===== src/rtl/pw_pkg.sv =====
package pw_pkg;
    typedef enum logic [2:0] {
        PW_IDLE,
        PW_ADDR_HI,
        PW_ADDR_LO,
        PW_DATA,
        PW_PROG,
        PW_COMMIT
    } pw_state_e;
endpackage


===== src/rtl/pw_page_buf.sv =====
module pw_page_buf #(
    parameter int PAGE_BYTES = 32,
    localparam int OFF_W = $clog2(PAGE_BYTES)
) (
    input  logic             clk,
    input  logic             rst_n,
    input  logic             clear_i,
    input  logic             wr_en_i,
    input  logic [OFF_W-1:0] wr_slot_i,
    input  logic [7:0]       wr_data_i,
    input  logic [OFF_W-1:0] rd_slot_i,
    output logic [7:0]       rd_data_o,
    output logic             rd_filled_o,
    output logic             any_filled_o
);
    logic [7:0]            data_w [PAGE_BYTES];
    logic [PAGE_BYTES-1:0] fill_w;

    for (genvar g = 0; g < PAGE_BYTES; g++) begin : g_slot
        logic [7:0] d_q;
        logic       f_q;
        always_ff @(posedge clk or negedge rst_n) begin
            if (!rst_n) begin
                d_q <= '0;
                f_q <= 1'b0;
            end else if (clear_i) begin
                f_q <= 1'b0;
            end else if (wr_en_i && wr_slot_i == OFF_W'(g)) begin
                d_q <= wr_data_i;
                f_q <= 1'b1;
            end
        end
        assign data_w[g] = d_q;
        assign fill_w[g] = f_q;
    end

    assign rd_data_o    = data_w[rd_slot_i];
    assign rd_filled_o  = fill_w[rd_slot_i];
    assign any_filled_o = |fill_w;


    slot_set_after_write_chk: assert property (@(posedge clk) disable iff (!rst_n)
        (wr_en_i && !clear_i) |=> any_filled_o);
endmodule


===== src/rtl/pw_timer.sv =====
module pw_timer #(
    parameter int WRITE_CYCLES = 600000,
    localparam int CNT_W = $clog2(WRITE_CYCLES + 1)
) (
    input  logic clk,
    input  logic rst_n,
    input  logic load_i,
    input  logic run_i,
    output logic done_o
);
    localparam logic [CNT_W-1:0] LOAD_V = CNT_W'(WRITE_CYCLES - 1);

    logic [CNT_W-1:0] cnt_q;

    always_ff @(posedge clk or negedge rst_n) begin
        if (!rst_n)
            cnt_q <= '0;
        else if (load_i)
            cnt_q <= LOAD_V;
        else if (run_i && cnt_q != '0)
            cnt_q <= cnt_q - 1'b1;
    end

    assign done_o = (cnt_q == '0);


    timer_in_range_chk: assert property (@(posedge clk) disable iff (!rst_n)
        cnt_q <= LOAD_V);

    timer_counts_down_chk: assert property (@(posedge clk) disable iff (!rst_n)
        (run_i && !load_i && !done_o) |=> (cnt_q == $past(cnt_q) - 1'b1));
endmodule


===== src/rtl/pw_addr_ptr.sv =====
module pw_addr_ptr #(
    parameter int ADDR_W = 13
) (
    input  logic              clk,
    input  logic              rst_n,
    input  logic              ld_start_i,
    input  logic [ADDR_W-1:0] start_addr_i,
    input  logic              ld_commit_i,
    input  logic [ADDR_W-1:0] commit_addr_i,
    output logic [ADDR_W-1:0] ptr_o
);
    always_ff @(posedge clk or negedge rst_n) begin
        if (!rst_n)
            ptr_o <= '0;
        else if (ld_commit_i)
            ptr_o <= commit_addr_i;
        else if (ld_start_i)
            ptr_o <= start_addr_i;
    end


    one_load_source_chk: assert property (@(posedge clk) disable iff (!rst_n)
        !(ld_start_i && ld_commit_i));
endmodule


===== src/rtl/eeprom_page_writer.sv =====
module eeprom_page_writer
    import pw_pkg::*;
#(
    parameter int ADDR_W       = 13,
    parameter int PAGE_BYTES   = 32,
    parameter int WRITE_CYCLES = 600000
) (
    input  logic              clk,
    input  logic              rst_n,
    input  logic              txn_begin_i,
    input  logic              byte_vld_i,
    input  logic [7:0]        byte_i,
    input  logic              stop_i,
    input  logic              abort_i,
    input  logic              wp_i,
    output logic              busy_o,
    output logic              mem_we_o,
    output logic [ADDR_W-1:0] mem_addr_o,
    output logic [7:0]        mem_wdata_o,
    output logic [ADDR_W-1:0] ptr_o
);
    localparam int OFF_W = $clog2(PAGE_BYTES);
    localparam int HI_W  = ADDR_W - 8;
    localparam int PG_W  = ADDR_W - OFF_W;
    localparam logic [OFF_W-1:0] LAST_SLOT = OFF_W'(PAGE_BYTES - 1);

    pw_state_e state_q, state_d;

    logic [HI_W-1:0]   hi_q;
    logic [ADDR_W-1:0] base_q;
    logic [OFF_W-1:0]  off_q;
    logic [OFF_W-1:0]  last_q;
    logic [OFF_W-1:0]  slot_q;

    logic              byte_ok;
    logic [ADDR_W-1:0] start_addr_w;
    logic [ADDR_W-1:0] commit_addr_w;

    logic buf_we, buf_clear, buf_filled, buf_any;
    logic [7:0] buf_rd;
    logic tmr_load, tmr_run, tmr_done;
    logic ptr_ld_start, ptr_ld_commit;

    assign byte_ok       = byte_vld_i && !abort_i && !stop_i;
    assign start_addr_w  = {hi_q, byte_i};
    assign commit_addr_w = base_q + {{PG_W{1'b0}}, last_q} + {{(ADDR_W-1){1'b0}}, 1'b1};

    // state register
    always_ff @(posedge clk or negedge rst_n) begin
        if (!rst_n)
            state_q <= PW_IDLE;
        else
            state_q <= state_d;
    end

    // next state
    always_comb begin
        state_d = state_q;
        unique case (state_q)
            PW_IDLE:
                if (txn_begin_i) state_d = PW_ADDR_HI;
            PW_ADDR_HI:
                if (abort_i || stop_i) state_d = PW_IDLE;
                else if (byte_vld_i)   state_d = PW_ADDR_LO;
            PW_ADDR_LO:
                if (abort_i || stop_i) state_d = PW_IDLE;
                else if (byte_vld_i)   state_d = PW_DATA;
            PW_DATA:
                if (abort_i)     state_d = PW_IDLE;
                else if (stop_i) state_d = (buf_any && !wp_i) ? PW_PROG : PW_IDLE;
            PW_PROG:
                if (tmr_done) state_d = PW_COMMIT;
            PW_COMMIT:
                if (slot_q == LAST_SLOT) state_d = PW_IDLE;
            default:
                state_d = PW_IDLE;
        endcase
    end

    // outputs and control strobes
    always_comb begin
        busy_o        = 1'b0;
        mem_we_o      = 1'b0;
        buf_we        = 1'b0;
        buf_clear     = 1'b0;
        tmr_load      = 1'b0;
        tmr_run       = 1'b0;
        ptr_ld_start  = 1'b0;
        ptr_ld_commit = 1'b0;
        unique case (state_q)
            PW_IDLE:    buf_clear = 1'b1;
            PW_ADDR_HI: ;
            PW_ADDR_LO: ptr_ld_start = byte_ok;
            PW_DATA: begin
                buf_we   = byte_ok;
                tmr_load = !abort_i && stop_i && buf_any && !wp_i;
            end
            PW_PROG: begin
                busy_o  = 1'b1;
                tmr_run = 1'b1;
            end
            PW_COMMIT: begin
                busy_o        = 1'b1;
                mem_we_o      = buf_filled;
                ptr_ld_commit = (slot_q == LAST_SLOT);
            end
            default: ;
        endcase
    end

    // address and slot registers
    always_ff @(posedge clk or negedge rst_n) begin
        if (!rst_n) begin
            hi_q   <= '0;
            base_q <= '0;
            off_q  <= '0;
            last_q <= '0;
            slot_q <= '0;
        end else begin
            if (state_q == PW_ADDR_HI && byte_ok)
                hi_q <= byte_i[HI_W-1:0];
            if (ptr_ld_start) begin
                base_q <= {start_addr_w[ADDR_W-1:OFF_W], {OFF_W{1'b0}}};
                off_q  <= start_addr_w[OFF_W-1:0];
            end
            if (buf_we) begin
                last_q <= off_q;
                off_q  <= off_q + 1'b1;
            end
            if (state_q == PW_PROG)
                slot_q <= '0;
            else if (state_q == PW_COMMIT)
                slot_q <= slot_q + 1'b1;
        end
    end

    pw_page_buf #(.PAGE_BYTES(PAGE_BYTES)) u_buf (
        .clk          (clk),
        .rst_n        (rst_n),
        .clear_i      (buf_clear),
        .wr_en_i      (buf_we),
        .wr_slot_i    (off_q),
        .wr_data_i    (byte_i),
        .rd_slot_i    (slot_q),
        .rd_data_o    (buf_rd),
        .rd_filled_o  (buf_filled),
        .any_filled_o (buf_any)
    );

    pw_timer #(.WRITE_CYCLES(WRITE_CYCLES)) u_tmr (
        .clk    (clk),
        .rst_n  (rst_n),
        .load_i (tmr_load),
        .run_i  (tmr_run),
        .done_o (tmr_done)
    );

    pw_addr_ptr #(.ADDR_W(ADDR_W)) u_ptr (
        .clk           (clk),
        .rst_n         (rst_n),
        .ld_start_i    (ptr_ld_start),
        .start_addr_i  (start_addr_w),
        .ld_commit_i   (ptr_ld_commit),
        .commit_addr_i (commit_addr_w),
        .ptr_o         (ptr_o)
    );

    assign mem_addr_o  = base_q | {{PG_W{1'b0}}, slot_q};
    assign mem_wdata_o = buf_rd;


    write_only_when_busy_chk: assert property (@(posedge clk) disable iff (!rst_n)
        mem_we_o |-> busy_o);

    commit_stays_in_page_chk: assert property (@(posedge clk) disable iff (!rst_n)
        (mem_we_o && $past(mem_we_o)) |->
            (mem_addr_o[ADDR_W-1:OFF_W] == $past(mem_addr_o[ADDR_W-1:OFF_W])));

    busy_needs_stop_chk: assert property (@(posedge clk) disable iff (!rst_n)
        $rose(busy_o) |-> $past(stop_i));

    busy_needs_wp_low_chk: assert property (@(posedge clk) disable iff (!rst_n)
        $rose(busy_o) |-> !$past(wp_i));

    ptr_frozen_in_busy_chk: assert property (@(posedge clk) disable iff (!rst_n)
        (busy_o && $past(busy_o)) |-> $stable(ptr_o));
endmodule


===== config.mk =====
export PLATFORM = sky130hd
export DESIGN_NAME = eeprom_page_writer
export DESIGN_NICKNAME = d
export VERILOG_FILES = /design/src/rtl/pw_pkg.sv /design/src/rtl/pw_page_buf.sv /design/src/rtl/pw_timer.sv /design/src/rtl/pw_addr_ptr.sv /design/src/rtl/eeprom_page_writer.sv
export SDC_FILE = /design/constraint.sdc
export NUM_CORES = 1
export LEC_CHECK = 0
export CORE_MARGIN = 2
export CORE_UTILIZATION = 62
export CTS_CLUSTER_DIAMETER = 200
export DETAILED_ROUTE_END_ITERATION = 16
export MAX_ROUTING_LAYER = met4
export PLACE_DENSITY = 0.8
export SLEW_MARGIN = 20
export SYNTH_ARGS = -nofsm -noshare
export SYNTH_HDL_FRONTEND = slang
export SYNTH_SLANG_ARGS = --single-unit

===== constraint.sdc =====
create_clock -name clk -period 3.3 [get_ports clk]
set_input_delay 0.495 -clock clk [delete_from_list [all_inputs] [get_ports clk]]
set_output_delay 0.495 -clock clk [all_outputs]
set_load 0.005 [all_outputs]

* Word level (Yosys, flattened, before mapping)
Cells that the tools add are included.
** Storage, ports and cells
- Word-level logic and storage cells :: 340
- Input bits :: 15
- Register bits :: 352
- Bits in writable memories :: 0
- ROM bits :: 0
- Memories kept :: 0
- Bits in latches :: 0
** Operators by class
- Reductions and logical operators :: 119
- Muxes and demuxes :: 96
- Shifts and indexed selects :: 0
- $lt $le $gt $ge :: 2
- Add/subtract/negate cells :: 5
- Bitwise operators :: 3
- Equal/unequal tests :: 43
- Div/mod/pow operators :: 0
- Multipliers :: 0
** Operators by type and width (number)
- 5-bit == test, second input constant :: 17
- 1-bit two-way mux :: 73
- 2-bit nonzero test :: 36
- 2-bit AND reduction :: 32
- 8-bit binary-select mux with 5-bit select :: 1
- 5-bit by 4-bit == test with 1-bit output, second input constant :: 8
- 1-bit logical AND :: 40
- 20-bit two-way mux :: 2
- 32-bit OR reduction :: 1
- 3-bit two-way mux :: 10
- 13-bit two-way mux :: 2
- 5-bit by 3-bit == test with 1-bit output, second input constant :: 4
- 20-bit zero test :: 1
- 5-bit two-way mux :: 4
- 20-bit nonzero test :: 1
- 20-bit by 1-bit subtractor with 20-bit output, second input constant :: 1
- 3-bit one-hot mux with 6 select lines :: 1
- 8-bit two-way mux :: 2
- 13-bit by 1-bit adder with 13-bit output, second input constant :: 1
- 13-bit by 5-bit adder with 13-bit output :: 1
- 13-bit by 5-bit OR with 13-bit output :: 1
- 5-bit by 1-bit adder with 5-bit output, second input constant :: 2
- 5-bit by 2-bit == test with 1-bit output, second input constant :: 2
- 3-bit != test, second input constant :: 3
- 16 further kinds :: 22

* Longest topological paths before layout
- Depth in word-level cells :: 7
- Mapped depth :: 10

* Hierarchy
From an unflattened synthesis, not the netlist that was laid out.
** Second synthesis, totals
- Cell total of the unflattened synthesis :: 1155
- Area total of the unflattened synthesis :: 16643.5 um^2
** By module, submodules not included
- pw_page_buf :: cells an instance 815, instances 1, area an instance 13177.6 um^2
- eeprom_page_writer :: cells an instance 155, instances 1, area an instance 1625.3 um^2
- pw_timer :: cells an instance 129, instances 1, area an instance 1229.9 um^2
- pw_addr_ptr :: cells an instance 56, instances 1, area an instance 610.6 um^2

* Worst setup path after synthesis
No wires, ideal clock.
- Path kind :: register -> register
- Start point :: register, netlist name slot_q[2]
- End point :: register hi_q[4]
- Path slack :: 0.787 ns
- Arrival time :: 2.388 ns
- Cell stages (with the launch flop) :: 11
- Data required time :: 3.175 ns
- Setup time :: 0.125 ns
- Path buffers :: 3
- Cells stage by stage :: dfrtp_1 > clkbuf_1 > clkbuf_1 > and3_1 > ha_1 > nand3b_1 > a21oi_1 > a21oi_1 > and3_1 > clkbuf_1 > mux2_2
** RTL lines
- to (signal assigned) :: line eeprom_page_writer.sv:121 : hi_q <= byte_i[HI_W-1:0];
- to (decl) :: line eeprom_page_writer.sv:29 : logic [HI_W-1:0] hi_q;

* Worst setup path in the final report
- Start point :: register slot_q[0]
- End point :: output mem_wdata_o[7]
** On the way
- Cells in the longest elaborated chain, start to end :: 4
** Ends and longest elaborated chain
- from (decl) :: line eeprom_page_writer.sv:33 : logic [OFF_W-1:0] slot_q;
- from (signal assigned) :: line eeprom_page_writer.sv:133 : slot_q <= slot_q + 1'b1;
- 5-bit inverter with 6-bit output (not written as such) :: line pw_page_buf.sv:37 : assign rd_data_o = data_w[rd_slot_i];
- 8-bit binary-select mux with 5-bit select :: line pw_page_buf.sv:37
- 8-bit two-way mux (not written as such) (2 in series) :: line pw_page_buf.sv:37
- to (decl) :: line eeprom_page_writer.sv:19 : output logic [7:0] mem_wdata_o,
No other way between the ends. The select of a mux whose other input is x is not followed.

==> metrics.md <==
| Metric | Value |
|---|---|
| Remaining Overflow, GRT | 0 |
| Worst Hold Slack | 0.490 ns |
| Crit-path cells | buf_4 > mux4_2 > a221oi_2 > o21a_1 > a31oi_1 > clkdlybuf4s50_1 |
| Status | finished, violations left |
| Hpwl dp | 26400 um |
| Total track usage | 0.306 |
| Pre-CTS WS | between 0.2 and 0.3 ns |
| Final hold violations | 0 |
| Top post-synthesis cells by area | dfrtp_1 (53%), mux2_2 (18%), mux4_2 (8.2%) |
| CP max-delay cell | mux4_2 |
| Data required, critical path | approximately 2.8 ns |
| Vias per cell | roughly 6.4 |
| Initial Utilization | 0.626 |
| Critical Path Start | slot_q[0] |
| WL per Instance | ~24 um |
| Rel. slew slack | 0.419 |
| Vias in the first global route | between 10000 and 15000 |
| Syn Inst Count | 1229 |
| Residual DRC count | 0 |
| PnR worst setup slack | -0.0160 ns |
| Synth Register Bits | 352 |
| Final GP Congestion | 0.862 |
| Initial DRC count | around 880 |
| Unrepaired setup endpoints after global routing | true |
| Tightest Pin Transition | 0.872 ns |
| VDD IR max | roughly 0.57 mV |
| Min-Delay Path Class | reg -> reg |
| Slowest stage delay, CP | around 0.53 ns |
| Worst Setup End Kind | output pin |
| First-pass GRT wire length | 64200 um |
| H-tree depth | 2 |
| Core Region | 26700 um^2 |
| Initial antenna violation count | 1 |
| Total CTS buffers | 38 |
| I/O pin count | 51 |
| CP startpoint kind | flop |
| Number of nets still failing antenna checks after routing | 0 |
| Mapped cell area | 16700 um^2 |
| Yosys Warn Count | 0 |
| DRT Wirelength | 40900 um |
| Post-synth EDFFs | 0 |
| Yosys cell types | 59 |
| Final nets | about 1300 |
| Drt pass-1 iters | 5 |
| Syn_area_per_cell | 13.6 um^2 |
| Port bufs | 50 |
| Largest net degree at the start of global routing | 79 |
| Clock sinks | 352 |
| Part of the Yosys area used for sequential elements | 0.528 |
| Minimum clock period | 3.32 ns |
| Syn Nets | 1254 |
| Final clock skew | around 0.014 ns |
| Post-synth ARST share | 1.00 |
| Max Transition Viols Final | 0 |
| Proportion of layout cells with a drive suffix above 1 | 0.394 |
| Crit Path Class | reg -> out |
| Area leader, netlist | dfrtp_1 |
| Clock-pin slew on the worst setup and hold paths | about 0.060 ns |
| DIE WIDTH | 168 um |
| Pwr dens | 558 nW/um^2 |
| Leak | 9.57 nW |
| Arr. time, crit path | ~2.8 ns |
| Max Fclk | 302 MHz |
| Setup violators final | 1 |
| Die Ht | 168 um |
| Via Count | 10900 |
| Row count | 60 |
| Most common cell in the netlist | dfrtp_1 |
| P&R area growth vs syn | 16.8% |
| Clock root cell | clkbuf_16 |
| Fillers | 1668 |
| Main flop type after synthesis | dfrtp_1 |
| Failing checks | negative setup slack |
| Clk_lat worst skew | 0.53 ns |
| Share of Yosys cell area claimed by the top area cell type | 0.528 |
| Max-Cap Viols | 0 |
| Commonest cells in the netlist | dfrtp_1 (352), mux2_2 (268), nand2_1 (106), mux4_2 (61), clkbuf_1 (53) |
| Worst-path fanout max | 10 |
| CTS tree | built |
| Tcrit/Tclk final | 1.00 |
| CTS Buffer Depth | 3 |
| Final core utilization | 0.731 |
| Hold Startpoint | u_buf.g_slot[14].d_q[2] |
| RR Startpoint | slot_q[1] |
| DIE AREA | 28200 um^2 |
[kinds of logic after synthesis]
logic type	synth area share
AOI/OAI and AO/OA	0.0491
xor gates and xnor gates	0.0110
adders and majority gates	0.00810
buffers and inverters	0.0220
DFF	0.528
muxes	0.286
and+or+nand+nor	0.0954
[critical path: cells and delay by family, from the launching register on]
family | cells | cell delay [ns]
compound gates | 3 | 0.59
buf+inv | 2 | 0.70
flops | 1 | 0.47
mux | 1 | 0.53
[power by group]
part	leakage, nW	switching, mW	internal (mW)
sequential	4.78	0.267	4.58
clock	0.650	1.71	2.75
combinational	4.15	0.854	0.701
total	9.57	2.84	8.04
[cells in the final DEF (no fill, tap or decap), types with 17 or more instances in the layout]
| cell | instances |
|---|---|
| o21ai_0 | 17 |
| nand3_1 | 19 |
| mux2i_1 | 33 |
| nor2_1 | 27 |
| clkdlybuf4s50_1 | 42 |
| nand2_1 | 106 |
| a21o_1 | 27 |
| mux4_2 | 61 |
| mux2_2 | 268 |
| dfrtp_1 | 348 |
| clkbuf_16 | 42 |
| buf_4 | 61 |
[metrics by stage]
step	instances	instance area, um^2	power (mW)	TNS [ns]
floorplan	1229	16700	5.67	0
global placement	1601	17900	6.36	0
detailed placement	1601	17900	6.40	0
CTS	1676	19300	10.9	0
global route	1686	19500	11.3	-0.132
finish	1686	19500	10.9	-0.0160
[timing repair]
action	in CTS	in global routing
setup buffers	7	8
pin swaps	4	4
gates cloned	0	1
endpoints found under the setup margin	9	6
resized for setup	26	13
endpoints found under the hold margin	26	0
hold buffers	1	0
[path summary, 6_finish.rpt]
kind                       cells past startpoint  slack, ns                 endpoint
min reg2reg                                    1       0.49  u_buf.g_slot[14].d_q[2]
min                                            1       0.49  u_buf.g_slot[14].d_q[2]
min in group asynchronous                      2       0.54           u_tmr.cnt_q[9]
max reg2reg                                    9       0.58                  hi_q[3]
max                                            6      -0.02           mem_wdata_o[7]
max in group asynchronous                      3       1.84  u_buf.g_slot[27].d_q[1]
[sequential cells by signal, summed over array words and instances, names as in the netlist]
| name | flops |
|---|---|
| slot_q | 5 |
| u_ptr.ptr_o | 13 |
| hi_q | 5 |
| u_buf.g_slot.d_q | 256 |
| state_q | 3 |
| last_q | 5 |
| u_buf.g_slot.f_q | 32 |
| base_q | 8 |
| off_q | 5 |
| u_tmr.cnt_q | 20 |
[area by class of cell]
type	count	area (um^2)	share of cell area
flip-flops and latches	352	8820	0.453
multi-input cells	787	7610	0.391
clock buffers	58	1170	0.0601
inverters	11	41.3	0.00212
well taps	341	427	0.0219
diodes	1	2.50	0.000129
clock inverters	9	149	0.00765
repair buffers	127	1250	0.0644
[routing by layer]
| layer | track usage | routed length (um) |
|---|---|---|
| met5 | - | 0 |
| met4 | 0.106 | 1360 |
| met3 | 0.0602 | 2670 |
| met2 | 0.487 | 19900 |
| met1 | 0.399 | 17000 |
Power figures use the tool's default switching activity.
